**src/rtl/lsamp_pkg.sv**
```systemverilog
// Shared sizing for the line sampler.
// Assumes: three sub-pixels per clock, one slot per clock, 80 slots per line.
package lsamp_pkg;
    parameter int SUB_W     = 6;
    parameter int SUB_N     = 3;
    parameter int SLOT_N    = 80;
    localparam int PIX_W    = SUB_W * SUB_N;
    localparam int CHAN_N   = SLOT_N * SUB_N;
    localparam int LINE_W   = CHAN_N * SUB_W;
    localparam int IDX_W    = (SLOT_N > 1) ? $clog2(SLOT_N) : 1;
endpackage

```
**src/rtl/lsamp_inv.sv**
```systemverilog
// Conditional complement of one pixel's sub-pixel codes.
// Assumes: inv is sampled together with the data at the capturing edge.
module lsamp_inv #(
    parameter int SUB_W = lsamp_pkg::SUB_W,
    parameter int SUB_N = lsamp_pkg::SUB_N
) (
    input  logic [SUB_W*SUB_N-1:0] raw,
    input  logic                   inv,
    output logic [SUB_W*SUB_N-1:0] cooked
);
    // One XOR lane per sub-pixel code.
    for (genvar k = 0; k < SUB_N; k++) begin : g_lane
        assign cooked[k*SUB_W +: SUB_W] = raw[k*SUB_W +: SUB_W] ^ {SUB_W{inv}};
    end
endmodule

```
**src/rtl/lsamp_seq.sv**
```systemverilog
// Fill sequencer: tracks the logical slot index, issues a write enable per
// edge and emits a one-clock hand-over pulse after the last slot.
// Assumes: start_in is already the direction-selected start input.
module lsamp_seq #(
    parameter int SLOT_N = lsamp_pkg::SLOT_N,
    localparam int IDX_W = (SLOT_N > 1) ? $clog2(SLOT_N) : 1
) (
    input  logic             clk,
    input  logic             rst_n,
    input  logic             start_in,
    input  logic             strobe,
    output logic             cap_en,
    output logic [IDX_W-1:0] cur_idx,
    output logic             done_pulse
);
    localparam logic [IDX_W-1:0] LAST = IDX_W'(SLOT_N - 1);

    logic             busy;
    logic [IDX_W-1:0] nxt_idx;
    logic             strobe_q;
    logic             strobe_rise;
    logic             at_last;

    assign strobe_rise = strobe & ~strobe_q;
    assign cap_en      = ~strobe_rise & (start_in | busy);
    assign cur_idx     = start_in ? '0 : nxt_idx;
    assign at_last     = (cur_idx == LAST);

    // Advance the slot index, finish the line, or abort on a strobe edge.
    always_ff @(posedge clk) begin
        if (!rst_n) begin
            busy       <= 1'b0;
            nxt_idx    <= '0;
            strobe_q   <= 1'b0;
            done_pulse <= 1'b0;
        end else begin
            strobe_q <= strobe;
            if (strobe_rise) begin
                busy       <= 1'b0;
                nxt_idx    <= '0;
                done_pulse <= 1'b0;
            end else if (cap_en) begin
                if (at_last) begin
                    busy       <= 1'b0;
                    nxt_idx    <= '0;
                    done_pulse <= 1'b1;
                end else begin
                    busy       <= 1'b1;
                    nxt_idx    <= cur_idx + 1'b1;
                    done_pulse <= 1'b0;
                end
            end else begin
                done_pulse <= 1'b0;
            end
        end
    end

    AST_PULSE_SINGLE: assert property (@(posedge clk) disable iff (!rst_n)
        done_pulse |=> !done_pulse);
    AST_PULSE_AFTER_LAST: assert property (@(posedge clk) disable iff (!rst_n)
        done_pulse |-> ($past(cap_en) && $past(cur_idx) == LAST));
    AST_STROBE_HALTS: assert property (@(posedge clk) disable iff (!rst_n)
        (strobe && !strobe_q) |=> !done_pulse);
    AST_NO_WRITE_AFTER_FILL: assert property (@(posedge clk) disable iff (!rst_n)
        (done_pulse && !start_in) |-> !cap_en);
endmodule

```
**src/rtl/lsamp_slots.sv**
```systemverilog
// Slot storage: maps the logical index to a physical slot according to the
// fill direction and writes the three codes of the pixel into that slot.
// Assumes: at most one write per edge; codes are already conditioned.
module lsamp_slots #(
    parameter int SUB_W  = lsamp_pkg::SUB_W,
    parameter int SUB_N  = lsamp_pkg::SUB_N,
    parameter int SLOT_N = lsamp_pkg::SLOT_N,
    localparam int IDX_W = (SLOT_N > 1) ? $clog2(SLOT_N) : 1,
    localparam int PIX_W = SUB_W * SUB_N,
    localparam int LINE_W = PIX_W * SLOT_N
) (
    input  logic              clk,
    input  logic              rst_n,
    input  logic              dir_up,
    input  logic              cap_en,
    input  logic [IDX_W-1:0]  cur_idx,
    input  logic [PIX_W-1:0]  wdata,
    output logic [LINE_W-1:0] line_q
);
    localparam logic [IDX_W-1:0] LAST = IDX_W'(SLOT_N - 1);

    logic [IDX_W-1:0]  phys_idx;
    logic [SLOT_N-1:0] we;

    // Mirror the index when filling downward.
    always_comb phys_idx = dir_up ? cur_idx : (LAST - cur_idx);

    for (genvar s = 0; s < SLOT_N; s++) begin : g_slot
        assign we[s] = cap_en && (phys_idx == IDX_W'(s));
        // Hold or overwrite the three codes of this slot.
        always_ff @(posedge clk) begin
            if (!rst_n)     line_q[s*PIX_W +: PIX_W] <= '0;
            else if (we[s]) line_q[s*PIX_W +: PIX_W] <= wdata;
        end
    end

    AST_ONEHOT_WRITE: assert property (@(posedge clk) disable iff (!rst_n)
        $onehot0(we));
    AST_HOLD_WHEN_IDLE: assert property (@(posedge clk) disable iff (!rst_n)
        !cap_en |=> $stable(line_q));
endmodule

```
**src/rtl/line_sampler.sv**
```systemverilog
// Cascadable line sampler top: routes the two start pins by direction,
// conditions the incoming pixel and stores it into the addressed slot.
// Assumes: each start pin is modelled as in/out/output-enable; the pad
// combines them outside this block.
module line_sampler #(
    parameter int SUB_W  = lsamp_pkg::SUB_W,
    parameter int SUB_N  = lsamp_pkg::SUB_N,
    parameter int SLOT_N = lsamp_pkg::SLOT_N,
    localparam int IDX_W = (SLOT_N > 1) ? $clog2(SLOT_N) : 1,
    localparam int PIX_W = SUB_W * SUB_N,
    localparam int LINE_W = PIX_W * SLOT_N
) (
    input  logic              clk,
    input  logic              rst_n,
    input  logic              dir_up,
    input  logic              inv_en,
    input  logic              strobe,
    input  logic [SUB_W-1:0]  sub_a,
    input  logic [SUB_W-1:0]  sub_b,
    input  logic [SUB_W-1:0]  sub_c,
    input  logic              lo_start_in,
    output logic              lo_start_out,
    output logic              lo_start_oe,
    input  logic              hi_start_in,
    output logic              hi_start_out,
    output logic              hi_start_oe,
    output logic [LINE_W-1:0] line_q
);
    logic             start_sel;
    logic             cap_en;
    logic [IDX_W-1:0] cur_idx;
    logic             done_pulse;
    logic [PIX_W-1:0] raw_pix;
    logic [PIX_W-1:0] cond_pix;

    // Pick the start input and steer the hand-over pulse by direction.
    always_comb begin
        start_sel    = dir_up ? lo_start_in : hi_start_in;
        hi_start_oe  = dir_up;
        lo_start_oe  = ~dir_up;
        hi_start_out = dir_up & done_pulse;
        lo_start_out = ~dir_up & done_pulse;
    end

    // Pack the buses; sub_a occupies the lowest field.
    always_comb raw_pix = {sub_c, sub_b, sub_a};

    lsamp_inv #(.SUB_W(SUB_W), .SUB_N(SUB_N)) u_inv (
        .raw    (raw_pix),
        .inv    (inv_en),
        .cooked (cond_pix)
    );

    lsamp_seq #(.SLOT_N(SLOT_N)) u_seq (
        .clk        (clk),
        .rst_n      (rst_n),
        .start_in   (start_sel),
        .strobe     (strobe),
        .cap_en     (cap_en),
        .cur_idx    (cur_idx),
        .done_pulse (done_pulse)
    );

    lsamp_slots #(.SUB_W(SUB_W), .SUB_N(SUB_N), .SLOT_N(SLOT_N)) u_slots (
        .clk     (clk),
        .rst_n   (rst_n),
        .dir_up  (dir_up),
        .cap_en  (cap_en),
        .cur_idx (cur_idx),
        .wdata   (cond_pix),
        .line_q  (line_q)
    );

    AST_ONE_PIN_DRIVEN: assert property (@(posedge clk) disable iff (!rst_n)
        $countones({lo_start_oe, hi_start_oe}) == 1);
    AST_OUT_ONLY_WHEN_DRIVEN: assert property (@(posedge clk) disable iff (!rst_n)
        !(lo_start_out && !lo_start_oe) && !(hi_start_out && !hi_start_oe));
endmodule

```
**config.mk**
```make
export PLATFORM = sky130hd
export DESIGN_NAME = line_sampler
export DESIGN_NICKNAME = d
export VERILOG_FILES = /design/src/rtl/lsamp_pkg.sv /design/src/rtl/lsamp_inv.sv /design/src/rtl/lsamp_seq.sv /design/src/rtl/lsamp_slots.sv /design/src/rtl/line_sampler.sv
export SDC_FILE = /design/constraint.sdc
export NUM_CORES = 2
export LEC_CHECK = 0
export CAP_MARGIN = 25
export CORE_AREA = 3 3 567 569
export DETAILED_ROUTE_END_ITERATION = 10
export DIE_AREA = 0 0 570 572
export GPL_TIMING_DRIVEN = 0
export PLACE_DENSITY = 0.44
export RECOVER_POWER = 25
export SYNTH_ARGS = -nofsm -noshare
export SYNTH_HDL_FRONTEND = slang
export SYNTH_SLANG_ARGS = --single-unit
```
**constraint.sdc**
```tcl
create_clock -name clk -period 3.75 [get_ports clk]
set_clock_uncertainty 0.15 [all_clocks]
set_input_delay 0.375 -clock clk [delete_from_list [all_inputs] [get_ports clk]]
set_output_delay 0.375 -clock clk [all_outputs]
set_load 0.02 [all_outputs]
```
# Word level (Yosys, flattened, before mapping)
# Index checks and enable logic that the tools add are counted.
# op_classes
addsub	2
multipliers	0
div	0
magnitude_cmp	0
n_eq_ne	80
shift	0
mux	6
n_bitwise	13
reduce_logical	83
# ops
cell	n
7-bit by 6-bit equality test with 1-bit output, second input constant	32
7-bit equality test, second input constant	17
7-bit by 5-bit equality test with 1-bit output, second input constant	16
1-bit logical AND	80
7-bit by 4-bit equality test with 1-bit output, second input constant	8
7-bit by 3-bit equality test with 1-bit output, second input constant	4
7-bit two-way mux	3
6-bit XOR	3
7-bit by 2-bit equality test with 1-bit output, second input constant	2
7-bit by 1-bit adder with 7-bit output, second input constant	1
7-bit by 1-bit equality test with 1-bit output, second input constant	1
7-bit logical NOT	1
7-bit subtractor, first input constant	1
1-bit inverter	5
1-bit AND	4
1-bit two-way mux	3
3-bit OR reduction	1
2-bit OR reduction	1
1-bit bitwise OR	1
# totals
register_bits	1450
latch_bits	0
ramBits	0
mem_bits_ro	0
inputBits	25
output_inout_bits	1444
word_cells	268
n_memories	0

# Longest topological paths before layout
# logic_depth
word_depth	6
ltp_mapped	15
depth_no_buf	9

# Cells and area by module
# From an unflattened synthesis, not the netlist that was laid out.
# hier_totals
cells_unflattened	5006
hier_area_um2	52615.5
# by_module_without_submodules
module	instances	cells_per_inst	area_each_um2	seq_area_each_um2
lsamp_slots	1	4918	51866.0	28827.6
lsamp_seq	1	63	518.0	200.2
lsamp_inv	1	20	188.9	0.0
line_sampler	1	5	42.5	0.0

# Least setup slack after synthesis
# Ideal clock, no wire load.
# synth_timing
path_kind	input -> register
from	in dir_up
to	reg u_slots.line_q[1433]
setup_ps	72
arrival_time_ps	3250
required_time_ps	3528
setup_slack_ps	278
path_stages	14
path_buffers	6
path_cell_list	buf_4 buf_4 buf_4 nor2b_1 a21oi_1 nand2_1 ha_1 nor4b_4 o22ai_1 buf_2 nor3b_1 buf_2 buf_4 mux2i_1
# synth_between
elab_chain_len	6
elab_cells_between_ends	8
classes_between	add/sub: 1; eq/ne: 1; mux: 3; bitwise: 2; reduce/logical: 1
# synth_lines
element	line	text
start: declaration	line_sampler.sv:15	input logic dir_up,
1-bit two-way mux	line_sampler.sv:38	start_sel = dir_up ? lo_start_in : hi_start_in;
7-bit two-way mux	lsamp_seq.sv:26	assign cur_idx = start_in ? '0 : nxt_idx;
7-bit subtractor	lsamp_slots.sv:26	always_comb phys_idx = dir_up ? cur_idx : (LAST - cur_idx);
7-bit two-way mux	lsamp_slots.sv:26	
7-bit equality test	lsamp_slots.sv:29	assign we[s] = cap_en && (phys_idx == IDX_W'(s));
1-bit logical AND (*)	lsamp_slots.sv:29	
end signal: indexed assignment	lsamp_slots.sv:33	else if (we[s]) line_q[s*PIX_W +: PIX_W] <= wdata;
end: declaration	lsamp_slots.sv:18	output logic [LINE_W-1:0] line_q
# Mark *: on every way between the ends. The rest lies on a longest branch, timed or not.
# A chain may end at the register's enable or synchronous reset.

# Final worst setup path
# layout_timing
from	in dir_up
to	reg u_slots.line_q[801]
# layout_between
elab_chain_len	6
elab_cells_between_ends	8
classes_between	add/sub: 1; eq/ne: 1; mux: 3; bitwise: 2; reduce/logical: 1
# layout_lines
element	line
1-bit two-way mux	line_sampler.sv:38
7-bit two-way mux	lsamp_seq.sv:26
7-bit subtractor	lsamp_slots.sv:26
7-bit two-way mux	lsamp_slots.sv:26
7-bit by 6-bit equality test with 1-bit output	lsamp_slots.sv:29
1-bit logical AND (*)	lsamp_slots.sv:29
# Marked as above.

==> metrics.md <==
| Metric | Value |
|---|---|
| Synth area leader | dfxtp_1 |
| DRC violations left | 0 |
| Synth Net Count | 5063 |
| Worst Setup Start Kind | input port |
| Status | complete, no violations |
| R2R cell count | 11 |
| Fin. Hold Viols | 0 |
| Worst R2R Start | u_seq.nxt_idx[5]$_SDFFE_PP0P_ |
| R2r setup slk | 0.22 ns |
| Unrepaired setup endpoints after global routing | no |
| Synth top area share | 55.2% |
| FP Rows | 207 |
| Seq/Total Area, Yosys | 55.2% |
| Max-cap viol count | 0 |
| Worst r2r dst | u_slots.line_q[801]$_SDFFE_PN0P_ |
| Routed Antenna Nets | 0 |
| CP max FO | 10 |
| Die H | 572 µm |
| DR pass1 iterations | 7 |
| Rel. slew slack | 23.0% |
| Worst path slowest cell | nor3b_1 |
| Die Area | 326000 µm² |
| Worst vdd ir | 0.000357 V |
| Critical path's top delay family | buffers and inverters |
| Asr flop ratio synth | 0% |
| Per-cell routed wire length | 28.6 µm |
| DRT iter0 DRCs | 2194 |
| Slowest stage delay, CP | 0.35 ns |
| Drt total wl | 317 mm |
| WS Path Type | in -> reg |
| Netlist cell types | 57 |
| NumNets Final | 6793 |
| Flops & latches, synth | 1450 |
| DP Cell Count | 10.8k |
| Share of layout cells above drive strength 1 | 8.71% |
| Synth area leaders | dfxtp_1 55%, mux2i_1 27%, nand2_1 11% |
| PwrDens | 442 nW/µm² |
| Post-DP Area | 73800 µm² |
| Synth warnings | 0 |
| Worst-Skew Late Latency | 0.85 ns |
| Largest net degree at the start of global routing | 19 |
| Core area | 317000 µm² |
| Final Cycle Share | 97.0% |
| TritonCTS sink count | 1450 |
| Crit. End Element | flop |
| WP buf/inv | 7 |
| Cell area after layout | 80100 µm² |
| Worst hold start | u_slots.line_q[348]$_SDFFE_PN0P_ |
| Initial Utilization | 16.6% |
| Min cycle time layout | 3.64 ns |
| Worst Setup Slack, final | 0.114 ns |
| CTS Buffer Depth | 4 |
| Mapped cell area | 52600 µm² |
| Place WS | -2.37 ns |
| Initial antenna violation count | 23 |
| Root buf cell | clkbuf_16 |
| Global-route wire length before repair | 415 mm |
| Drt via density | 3.93 |
| Vias in the first global route | 44.3k |
| Top Ports | 1469 |
| Die W | 570 µm |
| Reg clk slew, reported paths | 0.06 ns |
| Arr. time, crit path | 4.10 ns |
| Placer congestion estimate | 0.836 |
| Area delta synth->final | 52.3% |
| Syn Inst Count | 5037 |
| Vias | 43.6k |
| Slew Viols, Final | 0 |
| Mean area per synthesized cell | 10.4 µm² |
| Final cell count without fillers | 11.1k |
| Number of synthesized flops with an enable pin | 0 |
| Hold depth | 2 |
| Fill cell count | 33.8k |
| CTS tree | built |
| CTS Buf Count | 179 |
| Slew @ Worst Pin | 1.16 ns |
| HP Class | reg -> reg |
| Req. time, crit path | 4.21 ns |
| # port buffers | 1466 |
| Max Clk Rate | 275 MHz |
| GRT Resource Usage Total | 18.6% |
| Post-DP HPWL | 253 mm |
| CP Cell Sequence | buf_2 > buf_4 > buf_4 > buf_4 > nor2b_1 > a21oi_2 > nand2_1 > ha_1 > nor3b_1 > a211oi_4 > nor3_2 > buf_4 > nand3b_1 > buf_4 > buf_4 > mux2i_1 |
| Main flop type after synthesis | dfxtp_1 |
| Crit-path most repeated cell | buf_4 |
| WHS Endpoint | u_slots.line_q[348]$_SDFFE_PN0P_ |
| Pleak | 37.1 nW |
| Overflow after GRT | 0 |
| H-tree levels | 4 |
| Final setup fails | 0 |
## cells in the final DEF (no fill, tap or decap), types with 63 or more instances in the layout
cell type	n
clkbuf_16	180
buf_2	63
mux2i_1	1440
clkbuf_1	345
dlygate4sd3_1	713
dfxtp_1	1450
buf_4	72
clkdlybuf4s50_1	753
nand2_1	1453
## state kept, by name (all words and copies together) (netlist names)
signal            count
u_slots.line_q     1440
u_seq.nxt_idx         7
u_seq.busy            1
u_seq.done_pulse      1
u_seq.strobe_q        1
## worst max-delay path by stage
stage                     startpoint                                end  depth (start not counted)
final                         dir_up   u_slots.line_q[801]$_SDFFE_PN0P_                         16
after floorplan               dir_up  u_slots.line_q[1433]$_SDFFE_PN0P_                         14
after detailed placement      dir_up   u_slots.line_q[928]$_SDFFE_PN0P_                         16
after global placement        dir_up   u_slots.line_q[286]$_SDFFE_PN0P_                         15
after CTS                     dir_up  u_slots.line_q[1131]$_SDFFE_PN0P_                         16
after global routing          dir_up   u_slots.line_q[804]$_SDFFE_PN0P_                         16
## worst min-delay path, cell delays in order, from the launching register on
cell and delay, ns:
dfxtp_1 0.30, nand2_1 0.05, mux2i_1 0.05
## where the power goes
part	switching [mW]	internal [mW]
registers	0.0288	15.5
clock network	7.46	10.2
logic	1.78	0.478
total	9.27	26.1
## cell families after synthesis
| group | after synthesis | synth area share (%) |
|---|---|---|
| flip-flops | 1450 | 55.2 |
| multiplexers | 1441 | 27.4 |
| XOR/XNOR | 19 | 0.317 |
| buffers and inverters | 462 | 4.06 |
| AND/OR/NAND/NOR | 1624 | 12.3 |
| AO/OA/AOI/OAI | 40 | 0.590 |
| adder cells (fa/ha/maj) | 1 | 0.0238 |
## stage by stage
step           TNS (ns)  power [mW]  hold slack (ns)  utilization [%]
3_5_place_dp   -2397.36        18.2            0.295             23.3
6_report              0        35.4            0.302             25.2
4_1_cts               0        36.1            0.306             25.2
5_1_grt               0        36.6            0.319             25.2
3_3_place_gp   -2492.55        18.0            0.291             22.8
2_1_floorplan         0        16.6            0.347                -
## routing by layer
| layer | routed length [µm] | global-route usage (%) |
|---|---|---|
| met1 | 126000 | 21.4 |
| met4 | 8870 | 5.06 |
| met2 | 159000 | 33.5 |
| met5 | 0 | 0 |
| met3 | 23000 | 5.33 |
## synthesized netlist by cell type, types with 4 or more instances
| library cell | count |
|---|---|
| buf_2 | 73 |
| nand2_1 | 1473 |
| buf_6 | 10 |
| xor2_1 | 19 |
| nor3_1 | 12 |
| nand3_1 | 28 |
| nor2b_1 | 6 |
| mux2i_1 | 1440 |
| a21oi_1 | 5 |
| nor4_1 | 4 |
| nor3b_1 | 8 |
| nand2b_1 | 6 |
| nor2_1 | 23 |
| a22oi_1 | 4 |
| nand4_1 | 5 |
| clkbuf_1 | 313 |
| dfxtp_1 | 1450 |
| nor2_4 | 5 |
| o21ai_0 | 5 |
| nand2_2 | 27 |
| buf_4 | 62 |
## layout make-up
cell class / count / area [µm²] / area share (%)
Antenna cell: 14 / 35.0 / 0.0438
Inverter: 2 / 7.51 / 0.00938
Timing Repair Buffer: 1550 / 16000 / 20.0
Clock buffer: 265 / 5220 / 6.53
Buffer: 459 / 2190 / 2.74
Sequential cell: 1450 / 29000 / 36.3
Multi-Input combinational cell: 3125 / 21600 / 27.0
Tap cell: 4180 / 5230 / 6.53
Clock inverter: 58 / 699 / 0.874
## what timing repair did
action,in CTS,in global routing
hold buffers,1,0
resized for setup,52,5
endpoints found under the hold margin,1,0
pin swaps,4,1
setup endpoints to repair,1440,154
buffers inserted,7,2
Note: power is estimated with default switching activity, not from simulation.
